===== config.mk =====
export PLATFORM = sky130hd
export DESIGN_NAME = dbg_entry_ctrl
export DESIGN_NICKNAME = d
export VERILOG_FILES = /design/src/rtl/dbg_entry_pkg.sv /design/src/rtl/dbg_boot_window.sv /design/src/rtl/dbg_evt_router.sv /design/src/rtl/dbg_cause_reg.sv /design/src/rtl/dbg_entry_ctrl.sv
export SDC_FILE = /design/constraint.sdc
export NUM_CORES = 1
export LEC_CHECK = 0
export CAP_MARGIN = 30
export CORE_AREA = 2 2 93 77
export CTS_BUF_LIST = sky130_fd_sc_hd__clkbuf_4 sky130_fd_sc_hd__clkbuf_8
export CTS_CLUSTER_DIAMETER = 120
export CTS_CLUSTER_SIZE = 28
export DETAILED_ROUTE_END_ITERATION = 10
export DIE_AREA = 0 0 95 79
export GPL_TIMING_DRIVEN = 0
export PLACE_DENSITY = 0.94
export SYNTH_ARGS = -nofsm -noshare
export SYNTH_HDL_FRONTEND = slang
export SYNTH_HIERARCHICAL = 1
export SYNTH_SLANG_ARGS = --single-unit

===== constraint.sdc =====
create_clock -name clk -period 2.4 [get_ports clk]
set_input_delay 0.6 -clock clk [delete_from_list [all_inputs] [get_ports clk]]
set_output_delay 0.6 -clock clk [all_outputs]
set_load 0.1 [all_outputs]

===== src/rtl/dbg_entry_pkg.sv =====
package dbg_entry_pkg;
  typedef enum logic {PH_BOOT, PH_RUN} phase_e;
  localparam logic SEL_ENABLE = 1'b0;
  localparam logic SEL_CAUSE  = 1'b1;
endpackage


===== src/rtl/dbg_boot_window.sv =====
module dbg_boot_window
  import dbg_entry_pkg::*;
#(
  parameter int WINDOW = 7
) (
  input  logic clk,
  input  logic rst_n,
  input  logic pin,
  output logic dbg_en_o,
  output logic run_o,
  output logic go_vec_o,
  output logic go_dbg_o
);
  localparam int CNT_W = $clog2(WINDOW + 1);
  localparam logic [CNT_W-1:0] LAST = CNT_W'(WINDOW - 1);

  phase_e           phase_q;
  logic [CNT_W-1:0] cnt_q;
  logic             en_q;
  logic             boot;

  assign boot     = (phase_q == PH_BOOT);
  assign go_vec_o = boot && (!en_q || !pin);
  assign go_dbg_o = boot && en_q && pin && (cnt_q == LAST);
  assign dbg_en_o = en_q;
  assign run_o    = (phase_q == PH_RUN);

  always_ff @(posedge clk) begin
    if (!rst_n) begin
      en_q    <= pin;
      phase_q <= PH_BOOT;
      cnt_q   <= '0;
    end else if (boot) begin
      if (go_vec_o || go_dbg_o) phase_q <= PH_RUN;
      else                      cnt_q   <= cnt_q + 1'b1;
    end
  end
endmodule


===== src/rtl/dbg_evt_router.sv =====
module dbg_evt_router #(
  parameter int NUM_EVT = 4
) (
  input  logic [NUM_EVT-1:0] evt_req,
  input  logic [NUM_EVT-1:0] evt_en,
  input  logic               active,
  input  logic               dbg_en,
  output logic               qual_any,
  output logic               to_debug,
  output logic               to_int,
  output logic [NUM_EVT-1:0] rec_vec
);
  logic [NUM_EVT-1:0] qual;
  logic               any_req;

  always_comb begin
    for (int i = 0; i < NUM_EVT; i++) begin
      qual[i]    = active && evt_req[i] && evt_en[i];
      rec_vec[i] = active && evt_req[i];
    end
    any_req  = |rec_vec;
    qual_any = |qual;
    to_debug = qual_any && dbg_en;
    to_int   = any_req && !to_debug;
  end
endmodule


===== src/rtl/dbg_cause_reg.sv =====
module dbg_cause_reg #(
  parameter int DATA_W   = 32,
  parameter int NUM_EVT  = 4,
  parameter int BOOT_BIT = 31
) (
  input  logic              clk,
  input  logic              rst_n,
  input  logic [NUM_EVT-1:0] set_evt,
  input  logic              set_boot,
  input  logic              clr_we,
  input  logic [DATA_W-1:0] clr_mask,
  output logic [DATA_W-1:0] cause_o
);
  logic [DATA_W-1:0] set_full;
  logic [DATA_W-1:0] clr_eff;
  logic [DATA_W-1:0] cause_q;

  always_comb begin
    set_full                = '0;
    set_full[NUM_EVT-1:0]   = set_evt;
    set_full[BOOT_BIT]      = set_boot;
    clr_eff                 = clr_we ? clr_mask : '0;
  end

  always_ff @(posedge clk) begin
    if (!rst_n) cause_q <= '0;
    else        cause_q <= (cause_q & ~clr_eff) | set_full;
  end

  assign cause_o = cause_q;
endmodule


===== src/rtl/dbg_entry_ctrl.sv =====
module dbg_entry_ctrl
  import dbg_entry_pkg::*;
#(
  parameter int DATA_W  = 32,
  parameter int NUM_EVT = 4,
  parameter int WINDOW  = 7
) (
  input  logic               clk,
  input  logic               rst_n,
  input  logic               dbg_pin,
  input  logic [NUM_EVT-1:0] evt_req,
  input  logic               exit_dbg,
  input  logic               reg_wr_en,
  input  logic               reg_sel,
  input  logic [DATA_W-1:0]  reg_wdata,
  output logic [DATA_W-1:0]  en_reg_o,
  output logic [DATA_W-1:0]  cause_o,
  output logic               dbg_enabled,
  output logic               fetch_reset_vec,
  output logic               enter_debug,
  output logic               take_interrupt,
  output logic               in_debug,
  output logic               freeze
);
  localparam int BOOT_BIT = DATA_W - 1;

  logic               run, go_vec, go_dbg;
  logic               qual_any, to_debug, to_int;
  logic [NUM_EVT-1:0] rec_vec;
  logic [DATA_W-1:0]  en_q;
  logic               in_dbg_q, frz_q, enter_q, take_q, fetch_q;

  dbg_boot_window #(.WINDOW(WINDOW)) u_boot (
    .clk(clk), .rst_n(rst_n), .pin(dbg_pin),
    .dbg_en_o(dbg_enabled), .run_o(run),
    .go_vec_o(go_vec), .go_dbg_o(go_dbg)
  );

  dbg_evt_router #(.NUM_EVT(NUM_EVT)) u_route (
    .evt_req(evt_req), .evt_en(en_q[NUM_EVT-1:0]),
    .active(run && !in_dbg_q), .dbg_en(dbg_enabled),
    .qual_any(qual_any), .to_debug(to_debug), .to_int(to_int),
    .rec_vec(rec_vec)
  );

  dbg_cause_reg #(.DATA_W(DATA_W), .NUM_EVT(NUM_EVT), .BOOT_BIT(BOOT_BIT)) u_cause (
    .clk(clk), .rst_n(rst_n), .set_evt(rec_vec), .set_boot(go_dbg),
    .clr_we(reg_wr_en && (reg_sel == SEL_CAUSE)), .clr_mask(reg_wdata),
    .cause_o(cause_o)
  );

  always_ff @(posedge clk) begin
    if (!rst_n) begin
      en_q     <= '1;
      in_dbg_q <= 1'b0;
      frz_q    <= 1'b0;
      enter_q  <= 1'b0;
      take_q   <= 1'b0;
      fetch_q  <= 1'b0;
    end else begin
      enter_q <= go_dbg || to_debug;
      take_q  <= to_int;
      fetch_q <= go_vec;
      if (reg_wr_en && (reg_sel == SEL_ENABLE)) en_q <= reg_wdata;
      if (go_dbg || to_debug) in_dbg_q <= 1'b1;
      else if (exit_dbg)      in_dbg_q <= 1'b0;
      if (go_dbg || qual_any) frz_q <= 1'b1;
      else if (exit_dbg)      frz_q <= 1'b0;
    end
  end

  assign en_reg_o        = en_q;
  assign in_debug        = in_dbg_q;
  assign freeze          = frz_q;
  assign enter_debug     = enter_q;
  assign take_interrupt  = take_q;
  assign fetch_reset_vec = fetch_q;
endmodule


---- Word level (Yosys, flattened, before mapping) ----
Cells that the tools add are included.
storage, ports and cells
  flip-flop bits (word level) ............. 74
  input bits .............................. 42
  output and inout bits ................... 70
  logic and storage cells ................. 54
operators by class
  add/subtract/negate cells ............... 1
  equality and inequality tests ........... 1
  mux-type cells .......................... 6
  bitwise operators ....................... 6
  reduce and logical (&&, ||, !) cells .... 30
operators with widths
  operator             count
  $and 32x32->32       1
  $mux 32              1
  $not 32->32          1
  $or 32x32->32        1
  $logic_and 1x1->1    17
  $reduce_or 4->1      2
  $mux 1               5
  $logic_not 1->1      4
  $logic_or 1x1->1     4
  $reduce_bool 2->1    2
  $add 3x1->3 const B  1
  $eq 3x3->1 const B   1
  $not 1->1            3
  $reduce_and 2->1     1

---- Longest topological paths before layout ----
  word-level depth ........................ 8
  mapped depth ............................ 6
  depth with buffers taken out ............ 6

---- By module ----
Netlist, hierarchy kept.
by module, submodules not included
  module           instances  cells an instance  area each (um^2)  seq. area each (um^2)
  dbg_entry_ctrl   1          158                1666.6            740.7
  dbg_cause_reg    1          107                1052.3            640.6
  dbg_boot_window  1          23                 241.5             110.1
  dbg_evt_router   1          11                 76.3              0.0

---- Worst setup path before layout ----
OpenSTA, ideal clock, no wires.
  kind .................................... flip-flop to flip-flop
  start point ............................. reg u_boot.en_q, in the netlist u_boot/dbg_en_o
  end point ............................... reg u_cause.cause_q[31], in the netlist u_cause/cause_o[31]
  library setup time ...................... 0.075 ns
  arrival ................................. 1.658 ns
  data required time ...................... 2.325 ns
  path slack .............................. 0.667 ns
  stages on the path, launching flop included .. 5
  path buffers ............................ 0
  clock period less this slack ............ 1.733 ns
  cells stage by stage .................... edfxtp_1 -> nand3b_4 -> nor2_1 -> o21ai_0 -> a31oi_1
between the ends
  longest elaborated chain between the ends .. 4
RTL lines
  item                             RTL line               source
  start, declared                  dbg_boot_window.sv:19  logic en_q;
  start signal, assigned           dbg_boot_window.sv:30  en_q <= pin;
  $logic_and 1x1->1 (3 in series)  dbg_boot_window.sv:24  assign go_dbg_o = boot && en_q && pin && (cnt_q == LAST);
  via go_dbg                       dbg_entry_ctrl.sv:27   logic run, go_vec, go_dbg;
  $or 32x32->32                    dbg_cause_reg.sv:27    else cause_q <= (cause_q & ~clr_eff) | set_full;
  end signal, assigned             dbg_cause_reg.sv:27
  end, declared                    dbg_cause_reg.sv:16    logic [DATA_W-1:0] cause_q;
The timed path passes the listed nets, and every way through them passes these cells.
A chain may end at the register's enable or synchronous reset.

---- Final worst setup path ----
  start point ............................. reg u_boot.en_q, in the netlist u_boot/dbg_en_o
  end point ............................... out dbg_enabled
RTL lines
  item           RTL line              source
  end, declared  dbg_entry_ctrl.sv:18  output logic dbg_enabled,
No word-level cell between the ends.

==> run metrics <==
outcome=completed; Rel. slew slack=between 30% and 40%; worst hold start=u_cause/cause_o[12]; Synth area leader=dfxtp_1; routed wire length=approximately 7700 um; area share of the largest cell type after synthesis=between 40% and 50%; Syn Nets=between 300 and 400; Startpoint Class=flop; final hold violations=0; fill cell count=about 560; simple-gate share of the synthesized area=between 10% and 20%; CP arrival=~1.7 ns; RR Endpoint=u_cause/cause_o[31]; GRT Residual Overflow=0; Starting Density=45.6%; ys async rst share=0%; cell count after synthesis=between 200 and 300; Cell Rows=27; Area Overhead vs Synth=43.7%; register bit total from synthesis=74; endpoints failing setup=0; synthesized area per cell=between 10 and 15 sq um; min Tclk post-route=approximately 2.3 ns; crit-path max FO=5; Hold EP=u_cause/cause_o[12]; Warnings, synthesis=6; Clock Tree Root=clkbuf_8; clk sink count=74; sequential area share after synthesis=slightly below 50%; GRT Resource Usage Total=a little over a fifth; drc violations=0; number of buffers and inverters on the critical path=1; Post-Route Skew=between 0.003 and 0.004 ns; IO Count=~110; flop2flop setup slack=1.02 ns; Slew Limit Fails=0; Post-synth top cells=73 x dfxtp_1, 39 x inv_1, 32 x nand2_1, 32 x nand3b_1, 30 x o211ai_2; Critical Path RT=roughly 1.8 ns; top-count cell post-synth=dfxtp_1; die area=about 0.0075 sq mm; largest net degree at the start of global routing=14; Num CTS Buffers=9; Synth Area in Compound Gates=about 24%; Die Wd=roughly 95 um; maximum VDD drop=0.430 mV; vias per cell=between 5 and 6; Power per Cell Area=679 mW/mm^2; # hold bufs at CTS=0; Cell Chain, Critical Path=dlygate4sd2_1; Core ar.=0.00666 sq mm; routed via count=2,568; count of cell types in the netlist=35; Worst R2R Path Depth=6; Starting DRT DRC Count=~120; Hold WC Path Type=reg -> reg; layout cells sized above 1=a little under a fifth; # Post-CTS Setup Buffers=0; part of the cycle the worst path needs=between 90% and 100%; Die Y=roughly 80 um; top post-synthesis cells by area=dfxtp_1 48%, o211ai_2 12%, nand3b_1 7.9%; Worst Tran Pin Value=slightly below 1 ns; DR pass1 iterations=5; DP Wirelength=between 5000 and 6000 um; Mapped Area=around 0.0030 sq mm; EDFF count, synth=1; Leakage Power=around 0.002 uW; CTS tree=yes; CP Capture Type=output pin; input/output buffers=110; slowest CP cell=dlygate4sd2_1; hold path depth=2; Post-Synth Adder-Cell Area=less than 1%; Fmax=0.435 GHz; htree depth=3; post-route ant nets=0; XOR/XNOR Fraction of Synth Area=0%; # diodes=0; Worst-path clk slew=roughly 0.080 ns; vias in the first global route=between 2,000 and 3,000; routed len/inst=between 15 and 20 um; most common flop cell mapped by yosys=dfxtp_1; clock insertion delay at the later pin of the skew report=0.34 ns; NumNets Final=approximately 460; maxcap violations=0; portion of netlist area occupied by mux cells=less than 1%; CP top delay family=buffers and inverters; setup TNS=0 ns; Worst path max stage delay=about 0.9 ns; critical setup path kind=reg -> out; RR Startpoint=u_boot/cnt_q[0]; GP Congestion=between 0.8 and 0.9; unrepaired setup endpoints after global routing=no; largest family of logic cells by synthesized area=compound AO/OA/AOI/OAI gates; first-pass GRT wire length=~12,000 um; antenna violations before repair=0; final hold slack=roughly 0.43 ns; Max clock buf depth=2
==> state kept, by name, summed over array words and instances, names as in the netlist <==
signal	count
en_reg_o	32
u_cause/cause_o	32
u_boot/cnt_q	3
enter_debug	1
fetch_reset_vec	1
freeze	1
in_debug	1
take_interrupt	1
u_boot/dbg_en_o	1
u_boot/run_o	1
==> routing by layer <==
metal	vias up	GRT usage [%]	wire length, um
li1	1261	-	-
met1	1204	24.8	3260
met2	99	37.4	3800
met3	4	6.93	587
met4	0	5.94	42
met5	-	0	0
==> layout make-up <==
class                   count  area, sq um  share of cell area [%]
flip-flops and latches     74         1490                    34.2
multi-input cells         164         1240                    28.5
repair buffers            110         1020                    23.4
plain buffers              21          150                    3.44
inverters                  40          150                    3.44
clock buffers              10          131                    3.01
well taps                  87          109                    2.49
clock inverters             6         65.1                    1.49
==> worst max path at each step <==
stage          cells after the start             endpoint       startpoint  slack (ns)
2_1_floorplan                      4  u_cause/cause_o[31]  u_boot/dbg_en_o        0.67
3_3_place_gp                       5  u_cause/cause_o[13]          reg_sel        0.03
3_5_place_dp                       5   u_cause/cause_o[6]          reg_sel        0.01
4_1_cts                            1          enter_debug      enter_debug       0.002
5_1_grt                            1          dbg_enabled  u_boot/dbg_en_o        0.03
6_report                           1          dbg_enabled  u_boot/dbg_en_o        0.10
==> power by group <==
group	leakage, uW	switching [uW]	total (uW)	internal, uW
Sequential	0.000607	30.0	1310	1280
Clock	0.000100	461	955	494
Combinational	0.00130	507	696	189
Total	0.00201	998	2960	1960
==> stage by stage <==
stage,instance area [sq um],std cells,util [%],setup WS [ns],total power [uW]
floorplan,3040,299,-,0.667,1850
global placement,4250,496,63.8,0.0272,2060
detailed placement,4250,496,63.8,0.0102,2070
CTS,4360,512,65.5,0.00242,2990
global route,4360,512,65.6,0.0331,3080
finish,4360,512,65.6,0.102,2960
==> worst min-delay path: stages (launching register included) <==
cell     delay, ns
dfxtp_1       0.31
nand2_1       0.05
a21oi_1       0.03
==> kinds of logic after synthesis <==
kind of cell / count (synthesis)
adders and majority gates: 2
AOI/OAI and AO/OA: 81
DFF: 74
buffers and inverters: 61
and+or+nand+nor: 80
muxes: 1
==> timing repair <==
item / 4_1_cts / 5_1_grt
setup endpoints to repair: 68 / 2
pin swaps: 0 / 0
resized for setup: 68 / 2
==> layout by cell type (no fill, tap or decap), drive strengths merged <==
master and count:
mux2i 1, o221a 1, nor2 2, o31a 2, o311ai 1, o21ai 5, ha 2, edfxtp 1
inv 41, nor2b 4, clkdlybuf4s50 40, o21a 1, nand3b 33, nand2 32, a21oi 30, dlygate4sd2 68
and2 8, dlymetal6s2s 2, and3 1, clkinv 3, a31oi 5, o211ai 32, dfxtp 73, o41ai 2
clkinvlp 1, clkbuf 14, buf 17, a22oi 2, bufinv 1
Note: power is estimated with default switching activity, not from simulation.
